### config.mk
export PLATFORM = sky130hd
export DESIGN_NAME = pwm3_center
export DESIGN_NICKNAME = d
export VERILOG_FILES = /design/src/rtl/pwm3_pkg.sv /design/src/rtl/pwm3_regs.sv /design/src/rtl/pwm3_timebase.sv /design/src/rtl/pwm3_channel.sv /design/src/rtl/pwm3_center.sv
export SDC_FILE = /design/constraint.sdc
export NUM_CORES = 1
export LEC_CHECK = 0
export ABC_AREA = 1
export BUFFER_PORTS_ARGS = -buffer_cell sky130_fd_sc_hd__buf_2
export CAP_MARGIN = 20
export CORE_MARGIN = 2
export CORE_UTILIZATION = 54
export CTS_BUF_LIST = sky130_fd_sc_hd__clkbuf_4 sky130_fd_sc_hd__clkbuf_8
export CTS_CLUSTER_SIZE = 10
export DETAILED_ROUTE_END_ITERATION = 8
export PLACE_DENSITY = 0.73
export SYNTH_ARGS = -nofsm -noshare
export SYNTH_HDL_FRONTEND = slang
export SYNTH_SLANG_ARGS = --single-unit
### constraint.sdc
create_clock -name clk_i -period 12 [get_ports clk_i]
set_input_delay 1.2 -clock clk_i [delete_from_list [all_inputs] [get_ports clk_i]]
set_output_delay 1.2 -clock clk_i [all_outputs]
set_load 0.02 [all_outputs]
### src/rtl/pwm3_pkg.sv
package pwm3_pkg;
  localparam int unsigned CNT_W     = 16;
  localparam int unsigned CH_N      = 3;
  localparam int unsigned ADDR_W    = 3;
  localparam int unsigned DUTY_BASE = 4;

  typedef enum logic [ADDR_W-1:0] {
    A_PERIOD = 3'd0,
    A_DEAD   = 3'd1,
    A_SYNC   = 3'd2,
    A_MODE   = 3'd3
  } reg_addr_e;

  typedef struct packed {
    logic [CNT_W-1:0]           half;
    logic [CNT_W-1:0]           dead;
    logic [CNT_W-1:0]           sync_w;
    logic [CH_N-1:0][CNT_W-1:0] duty;
  } timing_t;
endpackage

### src/rtl/pwm3_regs.sv
module pwm3_regs
  import pwm3_pkg::*;
(
  input  logic              clk_i,
  input  logic              rst_ni,
  input  logic              en_i,
  input  logic              wr_en_i,
  input  logic [ADDR_W-1:0] wr_addr_i,
  input  logic [CNT_W-1:0]  wr_data_i,
  input  logic              load_i,
  output timing_t           act_o,
  output timing_t           nxt_o,
  output logic              dbl_o
);
  logic [CNT_W-1:0] period_q, dead_q, sync_q;
  logic [CH_N-1:0][CNT_W-1:0] duty_q;
  logic [CNT_W-1:0] period_d;
  logic dbl_q;
  timing_t act_q;

  function automatic logic hit(input logic [ADDR_W-1:0] a);
    return wr_en_i && (wr_addr_i == a);
  endfunction

  always_ff @(posedge clk_i or negedge rst_ni) begin
    if (!rst_ni) begin
      period_q <= '0;
      dead_q   <= '0;
      sync_q   <= '0;
      dbl_q    <= 1'b0;
    end else begin
      if (hit(A_PERIOD)) period_q <= wr_data_i;
      if (hit(A_DEAD))   dead_q   <= wr_data_i;
      if (hit(A_SYNC))   sync_q   <= wr_data_i;
      if (hit(A_MODE))   dbl_q    <= wr_data_i[0];
    end
  end

  // shadow values including a write landing this cycle (forwarded to reload)
  assign period_d = hit(A_PERIOD) ? wr_data_i : period_q;

  always_comb begin
    nxt_o.half   = (period_d < CNT_W'(2)) ? CNT_W'(1) : (period_d >> 1);
    nxt_o.dead   = hit(A_DEAD) ? wr_data_i : dead_q;
    nxt_o.sync_w = hit(A_SYNC) ? wr_data_i : sync_q;
  end

  for (genvar c = 0; c < CH_N; c++) begin : g_duty
    localparam logic [ADDR_W-1:0] ADDR_C = ADDR_W'(DUTY_BASE + c);
    always_ff @(posedge clk_i or negedge rst_ni) begin
      if (!rst_ni)          duty_q[c] <= '0;
      else if (hit(ADDR_C)) duty_q[c] <= wr_data_i;
    end
    assign nxt_o.duty[c] = hit(ADDR_C) ? wr_data_i : duty_q[c];
  end

  always_ff @(posedge clk_i or negedge rst_ni) begin
    if (!rst_ni) begin
      act_q      <= '0;
      act_q.half <= CNT_W'(1);
    end else if (!en_i || load_i) begin
      act_q <= nxt_o;
    end
  end

  assign act_o = act_q;
  assign dbl_o = dbl_q;
endmodule

### src/rtl/pwm3_timebase.sv
module pwm3_timebase
  import pwm3_pkg::*;
(
  input  logic             clk_i,
  input  logic             rst_ni,
  input  logic             en_i,
  input  logic             dbl_i,
  input  logic [CNT_W-1:0] half_act_i,
  input  logic [CNT_W-1:0] half_nxt_i,
  input  logic [CNT_W-1:0] sync_nxt_i,
  output logic [CNT_W-1:0] cnt_o,
  output logic             half_o,
  output logic             load_o,
  output logic             sync_o
);
  localparam int unsigned SL_W = CNT_W + 1;

  logic [CNT_W-1:0] cnt_q;
  logic             half_q;
  logic [SL_W-1:0]  sync_left_q;
  logic             end_first, end_period;

  assign end_first  = !half_q && (cnt_q == half_act_i - CNT_W'(1));
  assign end_period =  half_q && (cnt_q == '0);
  assign load_o     = en_i && (end_period || (dbl_i && end_first));

  always_ff @(posedge clk_i or negedge rst_ni) begin
    if (!rst_ni) begin
      cnt_q  <= '0;
      half_q <= 1'b0;
    end else if (!en_i || end_period) begin
      cnt_q  <= '0;
      half_q <= 1'b0;
    end else if (end_first) begin
      half_q <= 1'b1;
      if (dbl_i) cnt_q <= half_nxt_i - CNT_W'(1);
    end else if (!half_q) begin
      cnt_q <= cnt_q + CNT_W'(1);
    end else begin
      cnt_q <= cnt_q - CNT_W'(1);
    end
  end

  always_ff @(posedge clk_i or negedge rst_ni) begin
    if (!rst_ni)                  sync_left_q <= '0;
    else if (!en_i || load_o)     sync_left_q <= SL_W'(sync_nxt_i) + SL_W'(1);
    else if (sync_left_q != '0)   sync_left_q <= sync_left_q - SL_W'(1);
  end

  assign cnt_o  = cnt_q;
  assign half_o = half_q;
  assign sync_o = en_i && (sync_left_q != '0);
endmodule

### src/rtl/pwm3_channel.sv
module pwm3_channel
  import pwm3_pkg::*;
(
  input  logic             en_i,
  input  logic [CNT_W-1:0] cnt_i,
  input  logic [CNT_W-1:0] half_i,
  input  logic [CNT_W-1:0] duty_i,
  input  logic [CNT_W-1:0] dead_i,
  output logic             hi_no,
  output logic             lo_no
);
  localparam int unsigned W2 = CNT_W + 2;

  logic [W2-1:0] h, d, dt, hi_sum, lo_sum, th_hi, th_lo, cnt_w;

  always_comb begin
    h      = W2'(half_i);
    d      = W2'(duty_i);
    dt     = W2'(dead_i);
    cnt_w  = W2'(cnt_i);
    hi_sum = h + dt;
    lo_sum = d + dt;
    // thresholds clamped to 0..half so on-times saturate
    if (hi_sum <= d)           th_hi = '0;
    else if (hi_sum - d >= h)  th_hi = h;
    else                       th_hi = hi_sum - d;
    th_lo = (lo_sum >= h) ? '0 : (h - lo_sum);
    hi_no = !(en_i && (cnt_w >= th_hi));
    lo_no = !(en_i && (cnt_w <  th_lo));
  end
endmodule

### src/rtl/pwm3_center.sv
module pwm3_center
  import pwm3_pkg::*;
(
  input  logic              clk_i,
  input  logic              rst_ni,
  input  logic              en_i,
  input  logic              wr_en_i,
  input  logic [ADDR_W-1:0] wr_addr_i,
  input  logic [CNT_W-1:0]  wr_data_i,
  output logic [CH_N-1:0]   pwm_hi_no,
  output logic [CH_N-1:0]   pwm_lo_no,
  output logic              sync_o,
  output logic              half_o
);
  timing_t          act, nxt;
  logic             dbl, load;
  logic [CNT_W-1:0] cnt;

  pwm3_regs u_regs (
    .clk_i     (clk_i),
    .rst_ni    (rst_ni),
    .en_i      (en_i),
    .wr_en_i   (wr_en_i),
    .wr_addr_i (wr_addr_i),
    .wr_data_i (wr_data_i),
    .load_i    (load),
    .act_o     (act),
    .nxt_o     (nxt),
    .dbl_o     (dbl)
  );

  pwm3_timebase u_tb (
    .clk_i      (clk_i),
    .rst_ni     (rst_ni),
    .en_i       (en_i),
    .dbl_i      (dbl),
    .half_act_i (act.half),
    .half_nxt_i (nxt.half),
    .sync_nxt_i (nxt.sync_w),
    .cnt_o      (cnt),
    .half_o     (half_o),
    .load_o     (load),
    .sync_o     (sync_o)
  );

  for (genvar c = 0; c < CH_N; c++) begin : g_ch
    pwm3_channel u_ch (
      .en_i   (en_i),
      .cnt_i  (cnt),
      .half_i (act.half),
      .duty_i (act.duty[c]),
      .dead_i (act.dead),
      .hi_no  (pwm_hi_no[c]),
      .lo_no  (pwm_lo_no[c])
    );
  end
endmodule

Word-level counts from Yosys, hierarchy flattened
Cells that the tools add are included.
{ "word_totals": {"regBits": 211, "input_bits": 23, "output_inout_bits": 8, "elab_cells": 113} }
{ "classes": {"n_addsub": 16, "order_cmp": 16, "n_eq_ne": 8, "n_mux": 24, "reduce_logical": 34} }
{ "ops": {"columns": ["cell", "n"], "rows": [
  ["18-bit 2-to-1 mux", 9],
  ["16-bit 2-to-1 mux", 10],
  ["18-bit by 16-bit >= comparator with 1-bit output", 6],
  ["16-bit by 16-bit adder with 17-bit output", 4],
  ["16-bit by 18-bit >= comparator with 1-bit output", 3],
  ["18-bit by 16-bit <= comparator with 1-bit output", 3],
  ["16-bit by 18-bit less-than comparator with 1-bit output", 3],
  ["16-bit by 18-bit subtractor with 18-bit output", 3],
  ["18-bit by 16-bit subtractor with 18-bit output", 3],
  ["17-bit 2-to-1 mux", 2],
  ["16-bit by 1-bit subtractor with 16-bit output, second input constant", 2],
  ["1-bit logical AND", 18],
  ["16-bit by 1-bit adder with 17-bit output, second input constant", 1],
  ["17-bit nonzero test", 1],
  ["17-bit by 1-bit subtractor with 17-bit output, second input constant", 1],
  ["16-bit by 1-bit adder with 16-bit output, second input constant", 1],
  ["16-bit == test", 1],
  ["16-bit logical NOT", 1],
  ["16-bit by 2-bit less-than comparator with 1-bit output, second input constant", 1],
  ["15-bit by 1-bit subtractor with 16-bit output, second input constant", 1],
  ["15-bit 2-to-1 mux", 1],
  ["3-bit == test, second input constant", 3],
  ["1-bit logical NOT", 8],
  ["3-bit by 2-bit == test with 1-bit output, second input constant", 2],
  ["other kinds (6)", 10]
]} }

Longest topological paths before layout
{ "depth": {"word_depth": 9, "mapped_depth": 42, "ltp_nobuf": 40} }

By module
From an unflattened synthesis, not the netlist that was laid out.
{ "hier_totals": {"hier_cells": 3698, "hier_area_um2": 25020.2} }
{ "by_module_without_submodules": {"columns": ["module", "n_inst", "cells_per_inst", "area_per_inst_um2", "seq_area_each_um2"], "rows": [
  ["pwm3_channel at g_ch[1].u_ch ...", 2, 732, 4524.3, 0.0],
  ["pwm3_regs", 1, 781, 7210.7, 4780.8],
  ["pwm3_channel at g_ch[0].u_ch", 1, 806, 4765.8, 0.0],
  ["pwm3_timebase", 1, 647, 3995.1, 850.8]
]} }

Worst setup path after synthesis
OpenSTA, ideal clock, no wires.
{ "synth_path": {"path_type": "reg2out", "from": "register u_regs.act_q (netlist bit u_regs.act_o[80])", "to": "output port pwm_hi_no[0]", "arrival_ps": 5699, "required_ps": 10800, "slack_ps": 5101, "stages_incl_launch_ff": 42, "n_path_buf": 2, "path_cell_list": "dfstp_2 ha_1 inv_1 fa_1 o21ai_1 a21oi_1 nor2_1 nor2_1 xor2_1 inv_1 ha_1 a21oi_1 o21a_1 nand2_1 nand2_1 nor2_1 or2_2 xnor2_1 [6 not listed] a211oi_1 nand2_1 a21oi_1 nand2_1 nor2_4 inv_1 buf_2 nand2_1 nand3_1 ha_1 nand2_1 nor2_1 a311oi_1 a31oi_1 nor2_1 o211ai_1 nand2_1 buf_4"} }
{ "synth_between": {"elab_chain_cells": 8, "elab_cells_between_ends": 9, "classes_between": "add/sub: 2; order compare: 3; mux: 2; reduce/logical: 2"} }
{ "synth_lines": {"columns": ["item", "line_no", "rtl"], "rows": [
  ["start: declaration", "pwm3_regs.sv:19", "timing_t act_q;"],
  ["start signal: assignment", "pwm3_regs.sv:62", "act_q <= nxt_o;"],
  ["16-bit by 16-bit adder with 17-bit output", "pwm3_channel.sv:21", "hi_sum = h + dt;"],
  ["18-bit by 16-bit subtractor with 18-bit output", "pwm3_channel.sv:25, pwm3_channel.sv:26", null],
  ["18-bit by 16-bit >= comparator with 1-bit output", "pwm3_channel.sv:25", "else if (hi_sum - d >= h) th_hi = h;"],
  ["18-bit 2-to-1 mux", "pwm3_channel.sv:25", null],
  ["18-bit 2-to-1 mux *", "pwm3_channel.sv:24", "if (hi_sum <= d) th_hi = '0;"],
  ["16-bit by 18-bit >= comparator with 1-bit output *", "pwm3_channel.sv:28", "hi_no = !(en_i && (cnt_w >= th_hi));"],
  ["1-bit logical AND *", "pwm3_channel.sv:28", null],
  ["1-bit logical NOT *", "pwm3_channel.sv:28", null],
  ["end: declaration", "pwm3_center.sv:10", "output logic [CH_N-1:0] pwm_hi_no,"]
]} }
Every way passes the cells marked *; elsewhere a longest branch is shown, timed or not.

Worst setup path in the final report
{ "layout_path": {"from": "register u_regs.act_q (netlist bit u_regs.act_o[80])", "to": "output port pwm_hi_no[1]"} }
The elaborated chain is that of the path after synthesis.

==> results_dict.tcl <==
set metrics [dict create \
    row_count 73 \
    critPathLaunchType "flop" \
    slew_headroom_pct 27.7 \
    dieArea_um2 41900 \
    power_density_nw_per_um2 283 \
    use_met1_pct 55.4 \
    path_max_fanout 28 \
    maxCapViolCount 0 \
    cts_max_level 2 \
    fin_nets 3502 \
    grtUsageMet2_pct 56.8 \
    crit_required_ns 10.80 \
    dr.pass1.iters 6 \
    drt-initial-drc-count 2292 \
    critPathKind "flop to output port" \
    cp_data_arrival_time_ns 7.75 \
    fin_crit_sh_pct 74.6 \
    top_usage_layer "met2" \
    yosys_warnings 0 \
    slowest_delay_ns 0.68 \
    ys.flop_type "dfrtp_1" \
    rsz0062_at_grt "no" \
    power_frac_seq_pct 15.0 \
    grtUsageMet3_pct 5.28 \
    track_usage_pct 38.4 \
    grt_pass1_vias 20400 \
    cts_root_buffer "clkbuf_8" \
    yosysMostFrequentCell "nand2_1" \
    synth_edf_count 0 \
    totalWireLength_um 79700 \
    p_switching_mw 3.65 \
    crit_path_top_delay_cell "dfstp_2" \
    clockBufferDepth 3 \
    numCtsBuffers 37 \
    crit_end "pwm_hi_no[1]" \
    core-area_um2 39700 \
    r2r-start "u_regs.act_o[81]" \
    syn_to_final_growth_pct 6.62 \
    r2r_slack_ns 7.15 \
    io_pins 31 \
    ys_top_cells_by_count "nand2_1 (877), inv_1 (348), ha_1 (311)" \
    die_h_um 205 \
    seqCellArea_um2 5230 \
    end_kind "output port" \
    p_int_mw 2.93 \
    nFillCells 3794 \
    worst_r2r_endpoint "u_regs.act_o[65]" \
    grt_pass1_wl_um 121000 \
    fin_skew_ns 0.0492 \
    p_clk_share_pct 11.8 \
    yosysSeqAreaShare_pct 24.0 \
    place_congestion 1.04 \
    rr_worst_depth 16 \
    post_drt_wl_per_cell_um 21.5 \
    max_freq_mhz 112 \
    synthArstFlopShare_pct 100 \
    antenna_found_initial 0 \
    clk_pin_slew_ns 0.07 \
    holdBufCountCts 0 \
    min_path_type "flop to flop" \
    syn-cell-area_um2 21800 \
    cpMostUsedCell "nand2_1" \
    combPwrFrac_pct 73.2 \
    postCtsSetupRepairBufs 0 \
    multi_input_area_um2 14800 \
    finalCriticalPeriod_ns 8.95 \
    drive_gt1_share_pct 5.40 \
    vias 22000 \
    fin_tns_setup_ns 0 \
    synthTopCellsByArea "dfrtp_1 (24%), ha_1 (18%), nand2_1 (15%)" \
    status "completed" \
    cts_resized 0 \
    synth_top_area_share_pct 23.9 \
    ir_drop_mv 0.140 \
    syn_inst 3132 \
    slew_violations 0 \
    diodes 0 \
    yosysTopAreaCell "dfrtp_1" \
    leakagePower_nw 12.2 \
    synth.distinct_cells 58 \
    avgSynthCellArea_um2 6.95 \
    cts_tree "built" \
    initial_core_util_pct 54.8 \
    tightest_slew_ns 1.08 \
    ys_ff_latch 209 \
    ant_nets 0 \
    hpwl_um 61900 \
    clkLatencyLatePin_ns 0.62 \
    cts_sinks 209 \
    portBuffers 30 \
    grt_overflow 0 \
    startpoint "u_regs.act_o[80]" \
    setup_viol 0 \
    grt_max_degree 107 \
    hold_violations 0 \
    routed_via_density 5.93 \
    hold_ws_ns 0.498 \
    swShare_pct 55.4 \
    die_w_um 205 \
    post-route-drc-count 0 \
]
## logic make-up after synthesis
| family | after synthesis | synth area share [%] |
|---|---|---|
| AOI/OAI and AO/OA | 599 | 15.1 |
| and+or+nand+nor | 1415 | 27.4 |
| xor gates and xnor gates | 164 | 6.66 |
| other | 1 | 0.0172 |
| adders and majority gates | 322 | 18.9 |
| buffers and inverters | 422 | 7.91 |
| DFF | 209 | 24.0 |
## flip-flops by register name (all words and copies together), names as in the netlist
| register | flops |
|---|---|
| u_regs.act_o | 79 |
| u_regs.duty_q | 48 |
| u_tb.sync_left_q | 17 |
| u_regs.dead_q | 16 |
| u_regs.sync_q | 16 |
| u_tb.cnt_o | 16 |
| u_regs.period_q | 15 |
| u_regs.dbl_o | 1 |
| u_tb.half_o | 1 |
## power groups by stage
stage / registers [mW] / clock network [mW] / logic, mW
global route: 0.990 / 0.813 / 5.40
CTS: 0.977 / 0.782 / 4.69
floorplan: 0.920 / 0 / 3.47
detailed placement: 0.989 / 0 / 4.67
finish: 0.987 / 0.777 / 4.81
global placement: 0.984 / 0 / 4.58
## critical path: cells and delay by family (launching register included)
family | cells | cell delay, ns
AO/OA/AOI/OAI | 11 | 2.39
XOR/XNOR | 2 | 0.57
flip-flops | 1 | 0.68
AND/OR/NAND/NOR | 12 | 1.43
buffers and inverters | 4 | 0.44
adder cells (fa/ha/maj) | 5 | 1.62
## per-layer routing
| metal | vias to the layer above | share of wire (%) |
|---|---|---|
| met5 | - | 0 |
| met4 | 0 | 5.1 |
| met3 | 190 | 9.3 |
| met2 | 1037 | 41 |
| met1 | 10300 | 44 |
| li1 | 10500 | - |
## layout make-up
cell class	count	area share, %
timing repair buffer	48	1.27
clock inverter	11	0.706
tap	525	2.83
inverter	358	5.80
sequential	209	22.5
multi-input combinational	2503	63.9
clock buffer	55	2.99
## metrics by stage
step	instances	power [mW]	utilization (%)	setup WS (ns)	instance area, µm²
2_1_floorplan	3134	4.39	-	5.10	21800
3_3_place_gp	3643	5.57	56.3	3.96	22400
3_5_place_dp	3643	5.66	56.3	3.82	22400
4_1_cts	3709	6.45	58.4	3.18	23200
5_1_grt	3709	7.20	58.4	2.51	23200
6_report	3709	6.58	58.4	3.05	23200
## worst min path at each step
stage | from | end | slack, ns | depth (start not counted)
finish | u_regs.dead_q[7] | u_regs.dead_q[7] | 0.50 | 2
floorplan | u_regs.dead_q[0] | u_regs.dead_q[0] | 0.46 | 2
detailed placement | u_regs.dead_q[7] | u_regs.dead_q[7] | 0.49 | 2
global placement | u_regs.duty_q[26] | u_regs.duty_q[26] | 0.48 | 2
CTS | u_regs.duty_q[25] | u_regs.duty_q[25] | 0.50 | 2
global route | u_regs.duty_q[28] | u_regs.duty_q[28] | 0.52 | 2
## cell usage in the layout, fill, tap and decap left out, types with 11 or more instances in the layout
master,instances
a21o_1,20
a21oi_1,221
a31oi_1,16
buf_2,29
buf_4,18
clkbuf_8,46
dfrtp_1,208
fa_1,11
ha_1,311
inv_1,348
nand2_1,877
nand3_1,171
nand3b_1,14
nand4_1,45
nor2_1,205
nor3_1,38
nor4_1,13
o211ai_1,23
o21ai_0,172
o21ai_1,88
o21bai_1,24
or2_2,24
xnor2_1,55
xor2_1,108
No activity file was read; power rests on OpenSTA's default activity.
